<file path="src/rtl/owrs_pkg.sv">
// Shared types and command codes for the single-wire ROM responder.
// Assumes: command codes are compared after all 8 bits have arrived.
package owrs_pkg;

    typedef enum logic [2:0] {
        ST_SILENT,   // waiting for a valid reset, line released
        ST_RSTLOW,   // long low seen, waiting for the line to rise
        ST_PRES,     // presence pulse sequence running
        ST_CMD,      // receiving the 8-bit command
        ST_READ,     // shifting the identity word out
        ST_SRCH      // running search triplets
    } owrs_state_t;

    localparam logic [7:0] CMD_READ_ID = 8'h33;
    localparam logic [7:0] CMD_SEARCH  = 8'hF0;

endpackage

</file>
<file path="src/rtl/owrs_line_mon.sv">
// Line monitor: finds host falling edges, times each slot and each low period.
// Assumes: line_in is already synchronised; us_tick is a one-cycle strobe.
module owrs_line_mon #(
    parameter int RST_US    = 480,
    parameter int SAMPLE_US = 30,
    parameter int CW        = 11
) (
    input  logic          clk,
    input  logic          rst_n,
    input  logic          us_tick,
    input  logic          line_in,
    output logic          fall,
    output logic          samp,
    output logic          long_low,
    output logic [CW-1:0] slot_us
);

    logic          line_q;
    logic [CW-1:0] low_us;

    assign fall     = line_q && !line_in;
    assign samp     = us_tick && !fall && (slot_us == CW'(SAMPLE_US - 1));
    assign long_low = (low_us == CW'(RST_US));

    // Delay the line level by one cycle to find falling edges.
    always_ff @(posedge clk) begin
        if (!rst_n) line_q <= 1'b1;
        else        line_q <= line_in;
    end

    // Count microseconds since the last falling edge, saturating.
    always_ff @(posedge clk) begin
        if (!rst_n)                         slot_us <= '1;
        else if (fall)                      slot_us <= '0;
        else if (us_tick && slot_us != '1)  slot_us <= slot_us + 1'b1;
    end

    // Count microseconds of continuous low level, saturating at the reset limit.
    always_ff @(posedge clk) begin
        if (!rst_n || line_in)                          low_us <= '0;
        else if (us_tick && low_us < CW'(RST_US))       low_us <= low_us + 1'b1;
    end

endmodule

</file>
<file path="src/rtl/owrs_presence.sv">
// Presence pulse generator: waits WAIT_US after start, then pulls low for LOW_US.
// Assumes: start is a single-cycle pulse at the rising edge that ends a reset.
module owrs_presence #(
    parameter int WAIT_US = 30,
    parameter int LOW_US  = 120,
    parameter int CW      = 11
) (
    input  logic clk,
    input  logic rst_n,
    input  logic us_tick,
    input  logic start,
    input  logic abort,
    output logic drive,
    output logic done
);

    localparam int TOTAL_US = WAIT_US + LOW_US;

    logic          run;
    logic [CW-1:0] cnt;

    assign drive = run && (cnt >= CW'(WAIT_US));
    assign done  = run && us_tick && !abort && (cnt == CW'(TOTAL_US - 1));

    // Step through the wait and low phases of the presence pulse.
    always_ff @(posedge clk) begin
        if (!rst_n) begin
            run <= 1'b0;
            cnt <= '0;
        end else if (abort) begin
            run <= 1'b0;
        end else if (start) begin
            run <= 1'b1;
            cnt <= '0;
        end else if (run && us_tick) begin
            cnt <= cnt + 1'b1;
            if (cnt == CW'(TOTAL_US - 1)) run <= 1'b0;
        end
    end

endmodule

</file>
<file path="src/rtl/owrs_ctrl.sv">
// Transaction controller: command receive, identity read-out and search triplets.
// Assumes: fall/samp/long_low come from owrs_line_mon and never coincide with each other.
module owrs_ctrl
    import owrs_pkg::*;
#(
    parameter logic [63:0] ROM_CODE = 64'h5E00_A1B2_C3D4_E528,
    parameter int          HOLD_US  = 30,
    parameter int          CW       = 11
) (
    input  logic          clk,
    input  logic          rst_n,
    input  logic          fall,
    input  logic          samp,
    input  logic          long_low,
    input  logic          line_in,
    input  logic          pres_done,
    input  logic [CW-1:0] slot_us,
    output logic          pres_start,
    output logic          tx_drive,
    output logic          busy,
    output logic          dropped
);

    owrs_state_t state;
    logic [5:0]  bit_idx;
    logic [1:0]  phase;
    logic [7:0]  cmd_sr;
    logic [2:0]  cmd_cnt;
    logic        tx_zero;
    logic        rom_bit;
    logic        tx_en;
    logic        tx_val;
    logic [7:0]  cmd_next;

    assign rom_bit    = ROM_CODE[bit_idx];
    assign cmd_next   = {line_in, cmd_sr[7:1]};
    assign pres_start = (state == ST_RSTLOW) && line_in && !long_low;
    assign busy       = (state == ST_CMD) || (state == ST_READ) || (state == ST_SRCH);
    assign tx_drive   = tx_zero && ((state == ST_READ) || (state == ST_SRCH))
                        && (slot_us < CW'(HOLD_US));

    // Choose whether this slot carries a device bit and which value.
    always_comb begin
        tx_en  = 1'b0;
        tx_val = 1'b1;
        if (state == ST_READ) begin
            tx_en  = 1'b1;
            tx_val = rom_bit;
        end else if (state == ST_SRCH && phase != 2'd2) begin
            tx_en  = 1'b1;
            tx_val = (phase == 2'd0) ? rom_bit : !rom_bit;
        end
    end

    // Main sequence: reset abort has priority over every slot event.
    always_ff @(posedge clk) begin
        if (!rst_n) begin
            state   <= ST_SILENT;
            bit_idx <= '0;
            phase   <= '0;
            cmd_sr  <= '0;
            cmd_cnt <= '0;
            tx_zero <= 1'b0;
            dropped <= 1'b0;
        end else if (long_low) begin
            state   <= ST_RSTLOW;
            tx_zero <= 1'b0;
            dropped <= 1'b0;
        end else begin
            if (fall) tx_zero <= tx_en && !tx_val;
            case (state)
                ST_RSTLOW: if (line_in) state <= ST_PRES;
                ST_PRES: begin
                    if (pres_done) begin
                        state   <= ST_CMD;
                        cmd_cnt <= '0;
                    end
                end
                ST_CMD: begin
                    if (samp) begin
                        cmd_sr  <= cmd_next;
                        cmd_cnt <= cmd_cnt + 1'b1;
                        bit_idx <= '0;
                        phase   <= '0;
                        if (cmd_cnt == 3'd7) begin
                            if (cmd_next == CMD_READ_ID)     state <= ST_READ;
                            else if (cmd_next == CMD_SEARCH) state <= ST_SRCH;
                            else                             state <= ST_SILENT;
                        end
                    end
                end
                ST_READ: begin
                    if (samp) begin
                        if (bit_idx == 6'd63) state   <= ST_SILENT;
                        else                  bit_idx <= bit_idx + 1'b1;
                    end
                end
                ST_SRCH: begin
                    if (samp) begin
                        if (phase != 2'd2) begin
                            phase <= phase + 1'b1;
                        end else if (line_in != rom_bit) begin
                            dropped <= 1'b1;
                            state   <= ST_SILENT;
                        end else begin
                            phase <= '0;
                            if (bit_idx == 6'd63) state   <= ST_SILENT;
                            else                  bit_idx <= bit_idx + 1'b1;
                        end
                    end
                end
                default: ;
            endcase
        end
    end

endmodule

</file>
<file path="src/rtl/owire_rom_slave.sv">
// Top: single-wire ROM identity responder with read-out and search.
// Assumes: line_in synchronised to clk; pull_low drives an external open-drain pull-down.
module owire_rom_slave #(
    parameter logic [63:0] ROM_CODE     = 64'h5E00_A1B2_C3D4_E528,
    parameter int          RST_US       = 480,
    parameter int          PRES_WAIT_US = 30,
    parameter int          PRES_LOW_US  = 120,
    parameter int          HOLD_US      = 30,
    parameter int          SAMPLE_US    = 30
) (
    input  logic clk,
    input  logic rst_n,
    input  logic us_tick,
    input  logic line_in,
    output logic pull_low,
    output logic busy,
    output logic dropped
);

    localparam int CW = $clog2(RST_US + PRES_WAIT_US + PRES_LOW_US + 2) + 1;

    logic          fall;
    logic          samp;
    logic          long_low;
    logic [CW-1:0] slot_us;
    logic          pres_start;
    logic          pres_drive;
    logic          pres_done;
    logic          tx_drive;

    owrs_line_mon #(.RST_US(RST_US), .SAMPLE_US(SAMPLE_US), .CW(CW)) u_mon (
        .clk(clk), .rst_n(rst_n), .us_tick(us_tick), .line_in(line_in),
        .fall(fall), .samp(samp), .long_low(long_low), .slot_us(slot_us)
    );

    owrs_presence #(.WAIT_US(PRES_WAIT_US), .LOW_US(PRES_LOW_US), .CW(CW)) u_pres (
        .clk(clk), .rst_n(rst_n), .us_tick(us_tick), .start(pres_start),
        .abort(long_low), .drive(pres_drive), .done(pres_done)
    );

    owrs_ctrl #(.ROM_CODE(ROM_CODE), .HOLD_US(HOLD_US), .CW(CW)) u_ctrl (
        .clk(clk), .rst_n(rst_n), .fall(fall), .samp(samp), .long_low(long_low),
        .line_in(line_in), .pres_done(pres_done), .slot_us(slot_us),
        .pres_start(pres_start), .tx_drive(tx_drive), .busy(busy), .dropped(dropped)
    );

    // Open-drain output: either source may pull the line low.
    assign pull_low = pres_drive || tx_drive;

endmodule

</file>
<file path="config.mk">
export PLATFORM = sky130hd
export DESIGN_NAME = owire_rom_slave
export DESIGN_NICKNAME = d
export VERILOG_FILES = /design/src/rtl/owrs_pkg.sv /design/src/rtl/owrs_line_mon.sv /design/src/rtl/owrs_presence.sv /design/src/rtl/owrs_ctrl.sv /design/src/rtl/owire_rom_slave.sv
export SDC_FILE = /design/constraint.sdc
export NUM_CORES = 1
export LEC_CHECK = 0
export ABC_AREA = 1
export BUFFER_PORTS_ARGS = -buffer_cell sky130_fd_sc_hd__buf_2
export CAP_MARGIN = 5
export CELL_PAD_IN_SITES_DETAIL_PLACEMENT = 1
export CELL_PAD_IN_SITES_GLOBAL_PLACEMENT = 1
export CORE_MARGIN = 3
export CORE_UTILIZATION = 40
export CTS_BUF_LIST = sky130_fd_sc_hd__clkbuf_8
export CTS_CLUSTER_DIAMETER = 120
export DETAILED_ROUTE_END_ITERATION = 12
export PLACE_DENSITY_LB_ADDON = 0.3
export SLEW_MARGIN = 0
export SYNTH_ARGS = -nofsm -noshare
export SYNTH_HDL_FRONTEND = slang
export SYNTH_SLANG_ARGS = --single-unit
</file>
<file path="constraint.sdc">
create_clock -name clk -period 3.1 [get_ports clk]
set_input_delay 0.31 -clock clk [delete_from_list [all_inputs] [get_ports clk]]
set_output_delay 0.31 -clock clk [all_outputs]
set_load 0.03 [all_outputs]
</file>
==> results of run 1 <==
==> cells by family (layout without fill, tap and decap cells) <==
logic type,Yosys count,after routing,share of synthesized area (%)
compound gates,94,94,15.9
xor+xnor,4,4,1.03
fa+ha+maj,12,12,4.40
buf+inv,89,109,9.90
flops,59,59,34.6
simple gates,249,249,34.1
==> per-stage QoR <==
| stage | instance area (µm²) | power, W |
|---|---|---|
| after floorplan | 3410 | 0.000905 |
| after detailed placement | 3580 | 0.000947 |
| after global routing | 3790 | 0.00175 |
| final | 3790 | 0.00167 |
| after CTS | 3790 | 0.00169 |
| after global placement | 3580 | 0.000942 |
==> power by group through the flow <==
stage / clock [W] / sequential, W / combinational, W
3_3_place_gp: 0 / 0.000814 / 0.000128
3_5_place_dp: 0 / 0.000815 / 0.000132
2_1_floorplan: 0 / 0.000809 / 0.0000951
6_report: 0.000738 / 0.000799 / 0.000132
4_1_cts: 0.000763 / 0.000798 / 0.000133
5_1_grt: 0.000796 / 0.000802 / 0.000151
==> layout make-up <==
type                       instances  share of cell area [%]
clock buffer                      11                    4.00
clock inverter                     5                    1.62
inverter                          83                    8.22
multi-input combinational        359                    49.9
sequential                        59                    31.2
tap                              105                    3.47
timing repair buffer              10                    1.59
==> synth_stat cells <==
master     number  area share, %
a21oi_1        27            4.0
o21bai_1        1           0.22
nor3b_1         1           0.22
buf_2           3           0.44
o31ai_1         1           0.22
inv_1          76            8.4
a31oi_1         2           0.37
inv_2           6           0.66
o21ai_1         3           0.44
clkinv_1        1           0.11
nor3_1         24            3.5
or4_1           1           0.22
nand3_2         4            1.2
or2_2           1           0.18
nor2_4          3           0.99
a221oi_1        1           0.26
clkbuf_1        3           0.33
a21oi_2         2           0.51
nor4_1          5           0.92
o221ai_1        2           0.51
o311ai_0        1           0.26
nand2_2         7            1.3
nor2_1         56            6.2
nand2_1        89            9.8
o211ai_1        6            1.3
o211a_1         1           0.29
ha_1           12            4.4
nand4_1        10            1.8
xor2_1          3           0.77
dfxtp_1        59             35
nand3_1        39            5.7
o2111ai_1       1           0.26
o311ai_1        1           0.26
nor2_2          6            1.1
nand2_4         3           0.99
xnor2_1         1           0.26
o21ai_0        39            5.7
a211oi_1        6            1.3
==> layout by cell type (no fill, tap or decap), types with 2 or more instances in the layout <==
| master | instances |
|---|---|
| nor3_1 | 24 |
| nand2_1 | 89 |
| o211ai_1 | 6 |
| nand3_2 | 4 |
| nand2_2 | 7 |
| o21ai_1 | 3 |
| buf_4 | 4 |
| ha_1 | 12 |
| dfxtp_1 | 59 |
| nor4_1 | 5 |
| nor2_2 | 6 |
| nand3_1 | 39 |
| nor2_1 | 56 |
| clkinvlp_4 | 3 |
| xor2_1 | 3 |
| o21ai_0 | 39 |
| inv_1 | 76 |
| clkbuf_8 | 11 |
| nor2_4 | 3 |
| a31oi_1 | 2 |
| a21oi_1 | 27 |
| a211oi_1 | 6 |
| nand4_1 | 10 |
| inv_2 | 6 |
| o221ai_1 | 2 |
| nand2_4 | 3 |
| buf_2 | 6 |
| a21oi_2 | 2 |
==> how the worst max path moves through the flow <==
stage	endpoint	slack [ps]	start	depth (start not counted)
after floorplan	u_ctrl.cmd_cnt[0]$_SDFFE_PN0P_	1200	u_mon.low_us[0]$_SDFFE_PP0P_	11
after global placement	u_ctrl.cmd_cnt[0]$_SDFFE_PN0P_	660	u_mon.low_us[0]$_SDFFE_PP0P_	11
after detailed placement	u_ctrl.cmd_cnt[0]$_SDFFE_PN0P_	660	u_mon.low_us[0]$_SDFFE_PP0P_	11
after CTS	u_ctrl.cmd_cnt[0]$_SDFFE_PN0P_	640	u_mon.low_us[0]$_SDFFE_PP0P_	11
after global routing	u_ctrl.cmd_cnt[0]$_SDFFE_PN0P_	300	u_mon.low_us[0]$_SDFFE_PP0P_	11
final	u_ctrl.cmd_cnt[0]$_SDFFE_PN0P_	650	u_mon.low_us[0]$_SDFFE_PP0P_	11
==> layer usage <==
layer / global-route usage (%) / up-vias / routed length [µm]
met5: 0 / - / 0
met4: 6.72 / 0 / 165
met1: 25.6 / 1593 / 4530
met3: 4.14 / 17 / 237
li1: - / 1713 / -
met2: 31.8 / 33 / 4060
==> flip-flops by register name, indices dropped and copies added, names as in the netlist <==
register,flops
u_mon.low_us,11
u_mon.slot_us,11
u_pres.cnt,11
u_ctrl.cmd_sr,7
u_ctrl.bit_idx,6
u_ctrl.cmd_cnt,3
u_ctrl.state,3
u_ctrl.phase,2
u_ctrl.dropped,1
u_ctrl.rom_bit,1
u_ctrl.tx_zero,1
u_mon.line_q,1
u_pres.run,1
==> worst register-to-register path: cells and delay by family, from the launching register on <==
family	cells	cell delay (ps)
AOI/OAI and AO/OA	4	860
buffers and inverters	2	160
DFF	1	360
and+or+nand+nor	4	770
adders and majority gates	1	200
==> flow_metrics.env, run 1 <==
export IMPL_status="finished clean"
export IMPL_rr_startpoint="u_mon.low_us[0]$_SDFFE_PP0P_"
export IMPL_clock_latency_ps=340
export IMPL_synthDistinctLibCells=38
export IMPL_cts_num_sinks=59
export IMPL_post_place_ws_ps=663
export IMPL_core_region_area_um2=8260
export IMPL_cts_path_max_buffers=2
export IMPL_place_inst=616
export IMPL_die_area_um2=9670
export IMPL_pin_count=7
export IMPL_p_int_w=0.00124
export IMPL_track_usage_pct=19.5
export IMPL_syn_inst=507
export IMPL_drt_total_wl_um=8990
export IMPL_post_route_period_util_pct=79.1
export IMPL_grt_max_degree=24
export IMPL_p_per_area_nw_per_um2=440
export IMPL_max_slew_worst_pin_slew_ps=485
export IMPL_regArea_um2=1180
export IMPL_hp_class="in -> reg"
export IMPL_drc=0
export IMPL_grt_pass1_wl_um=15800
export IMPL_ir_worst_vdd_mv=0.235
export IMPL_r2r_slack_ps=650
export IMPL_first_pass_iters=4
export IMPL_multi_input_area_um2=1890
export IMPL_h_tree_depth=3
export IMPL_vias_per_cell=5.31
export IMPL_max_slew_margin_pct=67.6
export IMPL_cts_hold_buf=0
export IMPL_dpl_hpwl_um=6920
export IMPL_ys_ff_latch=59
export IMPL_grt_overflow=0
export IMPL_cts_root_buffer="clkbuf_8"
export IMPL_holdCritStartpoint="line_in"
export IMPL_hold_viol_final=0
export IMPL_maxCapViolCount=0
export IMPL_required_ps=3340
export IMPL_p_sw_share_pct=26.0
export IMPL_avgRoutedWirePerCell_um=14.2
export IMPL_period_needed_ps=2450
export IMPL_slowest_delay_ps=420
export IMPL_cts_buffers=9
export IMPL_die_h_um=98.3
export IMPL_p_comb_share_pct=7.9
export IMPL_fin_skew_ps=7.95
export IMPL_syn_to_final_growth_pct=11.1
export IMPL_sequentialPowerShare_pct=47.9
export IMPL_reg2reg_to="u_ctrl.cmd_cnt[0]$_SDFFE_PN0P_"
export IMPL_avgSynthCellArea_um2=6.73
export IMPL_ff2ff_path_depth=11
export IMPL_drtIter0Drc=95
export IMPL_cts_resized=0
export IMPL_synth_warnings=0
export IMPL_drive_gt1_share_pct=11.0
export IMPL_slowest_stage="o21ai_0"
export IMPL_setup_viol=0
export IMPL_critPathLaunchType="flop"
export IMPL_vias=3356
export IMPL_fmax_mhz=408
export IMPL_cts_tree="yes"
export IMPL_critPathMostFrequentCell="o21ai_0"
export IMPL_maxSlewViolCount=0
export IMPL_setup_slack_ps=649
export IMPL_fin_setup_tns_ps=0
export IMPL_grt_pass1_vias=3448
export IMPL_antenna_found_initial=0
export IMPL_portBuffers=6
export IMPL_crit_buf_inv=2
export IMPL_syn_area_um2=3410
export IMPL_worstHoldPathCells=3
export IMPL_initial_core_util_pct=41.3
export IMPL_worstSetupPathType="reg -> reg"
export IMPL_utilization_pct=45.9
export IMPL_power_leakage_nw=1.60
export IMPL_final_nets=538
export IMPL_p_sw_w=0.000433
export IMPL_path_cells="inv_1 > ha_1 > inv_1 > nor2_1 > nand4_1 > nand3_1 > o21ai_0 > o21ai_0 > nor2_1 > o21ai_0 > o211a_1"
export IMPL_antenna_cells=0
export IMPL_ys_seq_area_share_pct=34.6
export IMPL_ant_nets=0
export IMPL_nFillCells=1098
export IMPL_crit_family="compound AO/OA/AOI/OAI gates"
export IMPL_die_x_um=98.3
export IMPL_gp_congestion=0.852
export IMPL_rsz0062_at_grt="false"
export IMPL_cts_setup_buffers=0
export IMPL_stdcell_count=632
export IMPL_cp_max_fo=5
export IMPL_synth_nets=523
export IMPL_clk_pin_slew_worst_paths_ps=70
export IMPL_min_to="u_pres.run$_SDFFE_PP0P_"
export IMPL_rows=33
export IMPL_p_clk_share_pct=44.2
export IMPL_whs_ps=368
export IMPL_critical_path_arrival_ps=2690
export IMPL_cp_end_kind="flop"
(Power assumes the default switching activity.)
==> inputs of run 2 (changes only) <==
==> constraint.sdc (replaced) <==
create_clock -name clk -period 2.47 [get_ports clk]
set_input_delay 0.247 -clock clk [delete_from_list [all_inputs] [get_ports clk]]
set_output_delay 0.247 -clock clk [all_outputs]
set_load 0.03 [all_outputs]
==> run 2 against run 1 <==
  * Critical path depth grew 4
  * Utilization grew 0.59 points
  * Clock power grew 22%
  * Critical path type unchanged
  * Largest cell class unchanged
  * Largest power group unchanged
  * Highest routed layer unchanged
==> flow_metrics.env, run 2 (synthesis gave the netlist of run 1 again) <==
export IMPL_track_usage_pct=20.4
export IMPL_pin_count=7
export IMPL_ant_nets=0
export IMPL_hp_class="in -> reg"
export IMPL_cts_tree="yes"
export IMPL_vias_per_cell=5.28
export IMPL_gp_congestion=0.854
export IMPL_clk_pin_slew_worst_paths_ps=80
export IMPL_initial_core_util_pct=41.3
export IMPL_placed_cell_area_um2=3600
export IMPL_drtIter0Drc=113
export IMPL_cts_path_max_buffers=2
export IMPL_grt_pass1_vias=3528
export IMPL_final_common_cell="nand2_1"
export IMPL_avgRoutedWirePerCell_um=14.7
export IMPL_whs_ps=319
export IMPL_syn_to_final_growth_pct=12.5
export IMPL_die_area_um2=9670
export IMPL_reg2reg_to="u_pres.cnt[9]$_SDFFE_PN0P_"
export IMPL_power_leakage_nw=1.62
export IMPL_stdcell_count=636
export IMPL_status="finished clean"
export IMPL_min_to="u_pres.run$_SDFFE_PP0P_"
export IMPL_p_total_w=0.00208
export IMPL_layout_common_cells="nand2_1, inv_1, dfxtp_1, nor2_1, o21ai_0"
export IMPL_place_inst=619
export IMPL_cts_buffers=9
export IMPL_utilization_pct=46.5
export IMPL_antenna_cells=0
export IMPL_cts_root_buffer="clkbuf_8"
export IMPL_h_tree_depth=3
export IMPL_clock_latency_ps=340
export IMPL_p_per_area_nw_per_um2=541
export IMPL_die_h_um=98.3
export IMPL_final_cell_area_um2=3840
export IMPL_critPathLaunchType="flop"
export IMPL_portBuffers=6
export IMPL_r2r_slack_ps=220
export IMPL_cp_end_kind="flop"
export IMPL_holdCritStartpoint="line_in"
export IMPL_maxSlewViolCount=0
export IMPL_die_x_um=98.3
export IMPL_ir_worst_vdd_mv=0.286
export IMPL_max_slew_margin_pct=63.3
export IMPL_cp_max_fo=5
export IMPL_cts_num_sinks=59
export IMPL_drive_gt1_share_pct=12.8
export IMPL_grt_max_degree=24
export IMPL_worstSetupPathType="reg -> reg"
export IMPL_grt_pass1_wl_um=16500
export IMPL_core_region_area_um2=8260
export IMPL_rows=33
export IMPL_critical_path_arrival_ps=2480
export IMPL_dpl_hpwl_um=7050
export IMPL_worstHoldPathCells=3
export IMPL_nFillCells=1110
export IMPL_antenna_found_initial=0
export IMPL_grt_overflow=0
export IMPL_setup_viol=0
export IMPL_ff2ff_path_depth=15
export IMPL_vias=3361
export IMPL_rr_startpoint="u_mon.low_us[0]$_SDFFE_PP0P_"
export IMPL_drt_total_wl_um=9320
export IMPL_fmax_mhz=445
export IMPL_drc=0
export IMPL_post_route_period_util_pct=90.9
export IMPL_first_pass_iters=4
export IMPL_maxCapViolCount=0
export IMPL_period_needed_ps=2250
export IMPL_final_nets=542
export IMPL_fin_skew_ps=8.89
export IMPL_largestRegisters="u_mon.low_us (11), u_mon.slot_us (11), u_pres.cnt (11)"
export IMPL_max_slew_worst_pin_slew_ps=547
export IMPL_required_ps=2710
export IMPL_cts_hold_buf=0
export IMPL_hold_viol_final=0
## run 2: cell types whose count changed in the layout (fill, tap and decap cells not counted), moves of 2 or more
cell	previous run	this run
nand3_1	39	37
buf_4	4	8
nor2_1	56	54
nand3_2	4	6
## run 2: report_power, final
group / internal [W] / switching (W) / total (W)
logic: 0.0000560 / 0.000116 / 0.000172
clock network: 0.000493 / 0.000410 / 0.000902
registers: 0.000975 / 0.0000271 / 0.00100
## run 2: worst max-delay path, stage by stage, from the launching register on
cell and delay, ps:
dfxtp_1 330, inv_1 100, ha_1 170, inv_1 60, nor2_1 140, nand4_1 320
nand3_2 220, inv_1 100, nor2_2 150, inv_2 90, nand3_1 130, nor2_1 80
nand2_1 60, inv_1 50, o21ai_1 110, a21oi_1 50
## run 2: timing repair
action,CTS,global route
setup buffers,0,1
setup endpoints to repair,0,9
resized for setup,0,8
hold endpoints to repair,0,0
## run 2: worst max path at each step
stage	start	cells past startpoint	end	slack (ps)
global route	u_mon.low_us[0]$_SDFFE_PP0P_	19	u_ctrl.rom_bit$_DFF_P_	-20
CTS	u_mon.low_us[0]$_SDFFE_PP0P_	13	u_ctrl.cmd_cnt[1]$_SDFFE_PN0P_	150
floorplan	u_mon.low_us[0]$_SDFFE_PP0P_	11	u_ctrl.cmd_cnt[0]$_SDFFE_PN0P_	570
global placement	u_mon.low_us[0]$_SDFFE_PP0P_	12	u_ctrl.cmd_cnt[0]$_SDFFE_PN0P_	200
finish	u_mon.low_us[0]$_SDFFE_PP0P_	15	u_pres.cnt[9]$_SDFFE_PN0P_	220
detailed placement	u_mon.low_us[0]$_SDFFE_PP0P_	15	u_pres.cnt[9]$_SDFFE_PN0P_	150
## run 2: metal layers
metal  track usage [%]  vias up  share of wire (%)  routed length, µm
met5                 0        -                  0                  0
met4              5.99        0                1.2                114
met3              3.79       10                2.5                234
met2              33.8       37                 47               4390
met1              27.0     1592                 49               4580
li1                  -     1722                  -                  -
## run 2: cell type report
cell class,instances,area [µm²],area share (%)
multi-input cells,359,1920,50.0
inverters,83,312,8.12
clock buffers,10,138,3.59
clock inverters,6,66.3,1.73
well taps,105,131,3.42
repair buffers,14,90.1,2.35
flip-flops and latches,59,1180,30.8
## run 2: metrics by stage
step / setup WS [ps] / TNS (ps)
after global placement: 198 / 0
after detailed placement: 151 / 0
after CTS: 150 / 0
after global routing: -22.4 / -28.8
after floorplan: 566 / 0
final: 225 / 0
==> inputs of run 3 (changes only) <==
--- a/config.mk
+++ b/config.mk
@@ -12,9 +12,10 @@
 export CELL_PAD_IN_SITES_GLOBAL_PLACEMENT = 1
 export CORE_MARGIN = 3
 export CORE_UTILIZATION = 40
-export CTS_BUF_LIST = sky130_fd_sc_hd__clkbuf_8
+export CTS_BUF_LIST = sky130_fd_sc_hd__clkbuf_2 sky130_fd_sc_hd__clkbuf_4 sky130_fd_sc_hd__clkbuf_8
 export CTS_CLUSTER_DIAMETER = 120
 export DETAILED_ROUTE_END_ITERATION = 12
+export MAX_ROUTING_LAYER = met4
 export PLACE_DENSITY_LB_ADDON = 0.3
 export SLEW_MARGIN = 0
 export SYNTH_ARGS = -nofsm -noshare
==> run 3 against run 2 <==
  * Wire length up 0.57%
  * Non-clock buffer count unchanged
  * Clock-buffer cell count up 1
  * Combinational power about the same
  * Utilization about the same
  * Flip-flop and latch count unchanged
  * Global-route usage up 0.68 points
  * Critical path type unchanged
  * Via count up 0.54%
  * Critical path depth unchanged
==> flow_metrics.env, run 3 (synthesis gave the netlist of run 1 again) <==
export IMPL_core_region_area_um2=8260
export IMPL_critPathLaunchType="flop"
export IMPL_vias=3379
export IMPL_die_h_um=98.3
export IMPL_cts_root_buffer="clkbuf_8"
export IMPL_setup_viol=0
export IMPL_syn_to_final_growth_pct=12.6
export IMPL_drtIter0Drc=120
export IMPL_largestRegisters="u_mon.low_us (11), u_mon.slot_us (11), u_pres.cnt (11)"
export IMPL_maxSlewViolCount=0
export IMPL_nFillCells=1108
export IMPL_first_pass_iters=4
export IMPL_critical_path_arrival_ps=2480
export IMPL_portBuffers=6
export IMPL_pin_count=7
export IMPL_cts_hold_buf=0
export IMPL_hp_class="in -> reg"
export IMPL_drc=0
export IMPL_antenna_cells=0
export IMPL_clock_latency_ps=350
export IMPL_vias_per_cell=5.31
export IMPL_drt_total_wl_um=9370
export IMPL_final_nets=542
export IMPL_antenna_found_initial=0
export IMPL_p_per_area_nw_per_um2=545
export IMPL_grt_pass1_vias=3517
export IMPL_cp_end_kind="flop"
export IMPL_final_cell_area_um2=3840
export IMPL_cts_tree="yes"
export IMPL_rr_startpoint="u_mon.low_us[0]$_SDFFE_PP0P_"
export IMPL_die_area_um2=9670
export IMPL_initial_core_util_pct=41.3
export IMPL_period_needed_ps=2240
export IMPL_drive_gt1_share_pct=13.0
export IMPL_avgRoutedWirePerCell_um=14.7
export IMPL_r2r_slack_ps=230
export IMPL_setup_slack_ps=229
export IMPL_min_to="u_pres.run$_SDFFE_PP0P_"
export IMPL_final_common_cell="nand2_1"
export IMPL_reg2reg_to="u_pres.cnt[9]$_SDFFE_PN0P_"
export IMPL_whs_ps=316
export IMPL_placed_cell_area_um2=3600
export IMPL_fin_skew_ps=8.45
export IMPL_cp_max_fo=5
export IMPL_cts_buffers=9
export IMPL_post_place_ws_ps=151
export IMPL_cts_path_max_buffers=2
export IMPL_ant_nets=0
export IMPL_ir_worst_vdd_mv=0.288
export IMPL_status="finished clean"
export IMPL_max_slew_margin_pct=63.1
export IMPL_cts_num_sinks=59
export IMPL_hold_viol_final=0
export IMPL_ff2ff_path_depth=15
export IMPL_track_usage_pct=21.0
export IMPL_clk_pin_slew_worst_paths_ps=80
export IMPL_die_x_um=98.3
export IMPL_grt_pass1_wl_um=16500
export IMPL_layout_common_cells="nand2_1, inv_1, dfxtp_1, nor2_1, o21ai_0"
export IMPL_worstHoldPathCells=3
export IMPL_worstSetupPathType="reg -> reg"
export IMPL_required_ps=2710
export IMPL_power_leakage_nw=1.62
export IMPL_p_total_w=0.00209
export IMPL_fmax_mhz=446
export IMPL_holdCritStartpoint="line_in"
export IMPL_gp_congestion=0.868
export IMPL_post_route_period_util_pct=90.7
export IMPL_maxCapViolCount=0
export IMPL_grt_overflow=0
export IMPL_h_tree_depth=3
export IMPL_rows=33
export IMPL_dpl_hpwl_um=7050
export IMPL_grt_max_degree=24
export IMPL_max_slew_worst_pin_slew_ps=550
run 3: cell types whose count changed in the layout (fill, tap and decap cells not counted), sizes merged:
cell    change
clkbuf      +1
inv         -1
run 3: cell type report:
type	count	area, µm²	share of cell area [%]
clock buffer	11	145	3.78
inverter	83	312	8.11
timing repair buffer	14	90.1	2.35
tap	105	131	3.42
sequential	59	1180	30.7
multi-input combinational	359	1920	50.0
clock inverter	5	62.6	1.63
run 3: layer usage:
metal	global-route usage, %	wire, µm	vias up
li1	-	-	1720
met1	27.0	4580	1602
met2	33.9	4390	42
met3	3.93	284	15
met4	5.99	119	0
met5	-	0	-
run 3: per-stage QoR:
step,cells,setup TNS (ps),utilization (%)
3_5_place_dp,619,0,43.6
4_1_cts,635,0,46.1
3_3_place_gp,619,0,43.6
2_1_floorplan,507,0,-
5_1_grt,636,-28.8,46.5
6_report,636,0,46.5
run 3: worst max-delay path, cell delays in order (launching register included):
cell and delay (ps):
dfxtp_1 330, inv_1 100, ha_1 170, inv_1 50
nor2_1 140, nand4_1 310, nand3_2 220, inv_1 100
nor2_2 150, inv_2 90, nand3_1 140, nor2_1 80
nand2_1 60, inv_1 50, o21ai_1 110, a21oi_1 50
run 3: where the power goes:
part	internal (W)	total, W	switching, W
registers	0.000975	0.00100	0.0000271
clock network	0.000508	0.000920	0.000413
logic	0.0000560	0.000172	0.000116
run 3: what timing repair did:
item	CTS	global route
gates resized for setup	0	8
endpoints found under the setup margin	0	9
buffers inserted	0	1
hold endpoints to repair	0	0
run 3: how the worst max path moves through the flow:
stage	from	to	cells after the start
floorplan	u_mon.low_us[0]$_SDFFE_PP0P_	u_ctrl.cmd_cnt[0]$_SDFFE_PN0P_	11
global placement	u_mon.low_us[0]$_SDFFE_PP0P_	u_ctrl.cmd_cnt[0]$_SDFFE_PN0P_	12
detailed placement	u_mon.low_us[0]$_SDFFE_PP0P_	u_pres.cnt[9]$_SDFFE_PN0P_	15
CTS	u_mon.low_us[0]$_SDFFE_PP0P_	u_ctrl.cmd_cnt[1]$_SDFFE_PN0P_	13
global route	u_mon.low_us[0]$_SDFFE_PP0P_	u_ctrl.rom_bit$_DFF_P_	19
finish	u_mon.low_us[0]$_SDFFE_PP0P_	u_pres.cnt[9]$_SDFFE_PN0P_	15
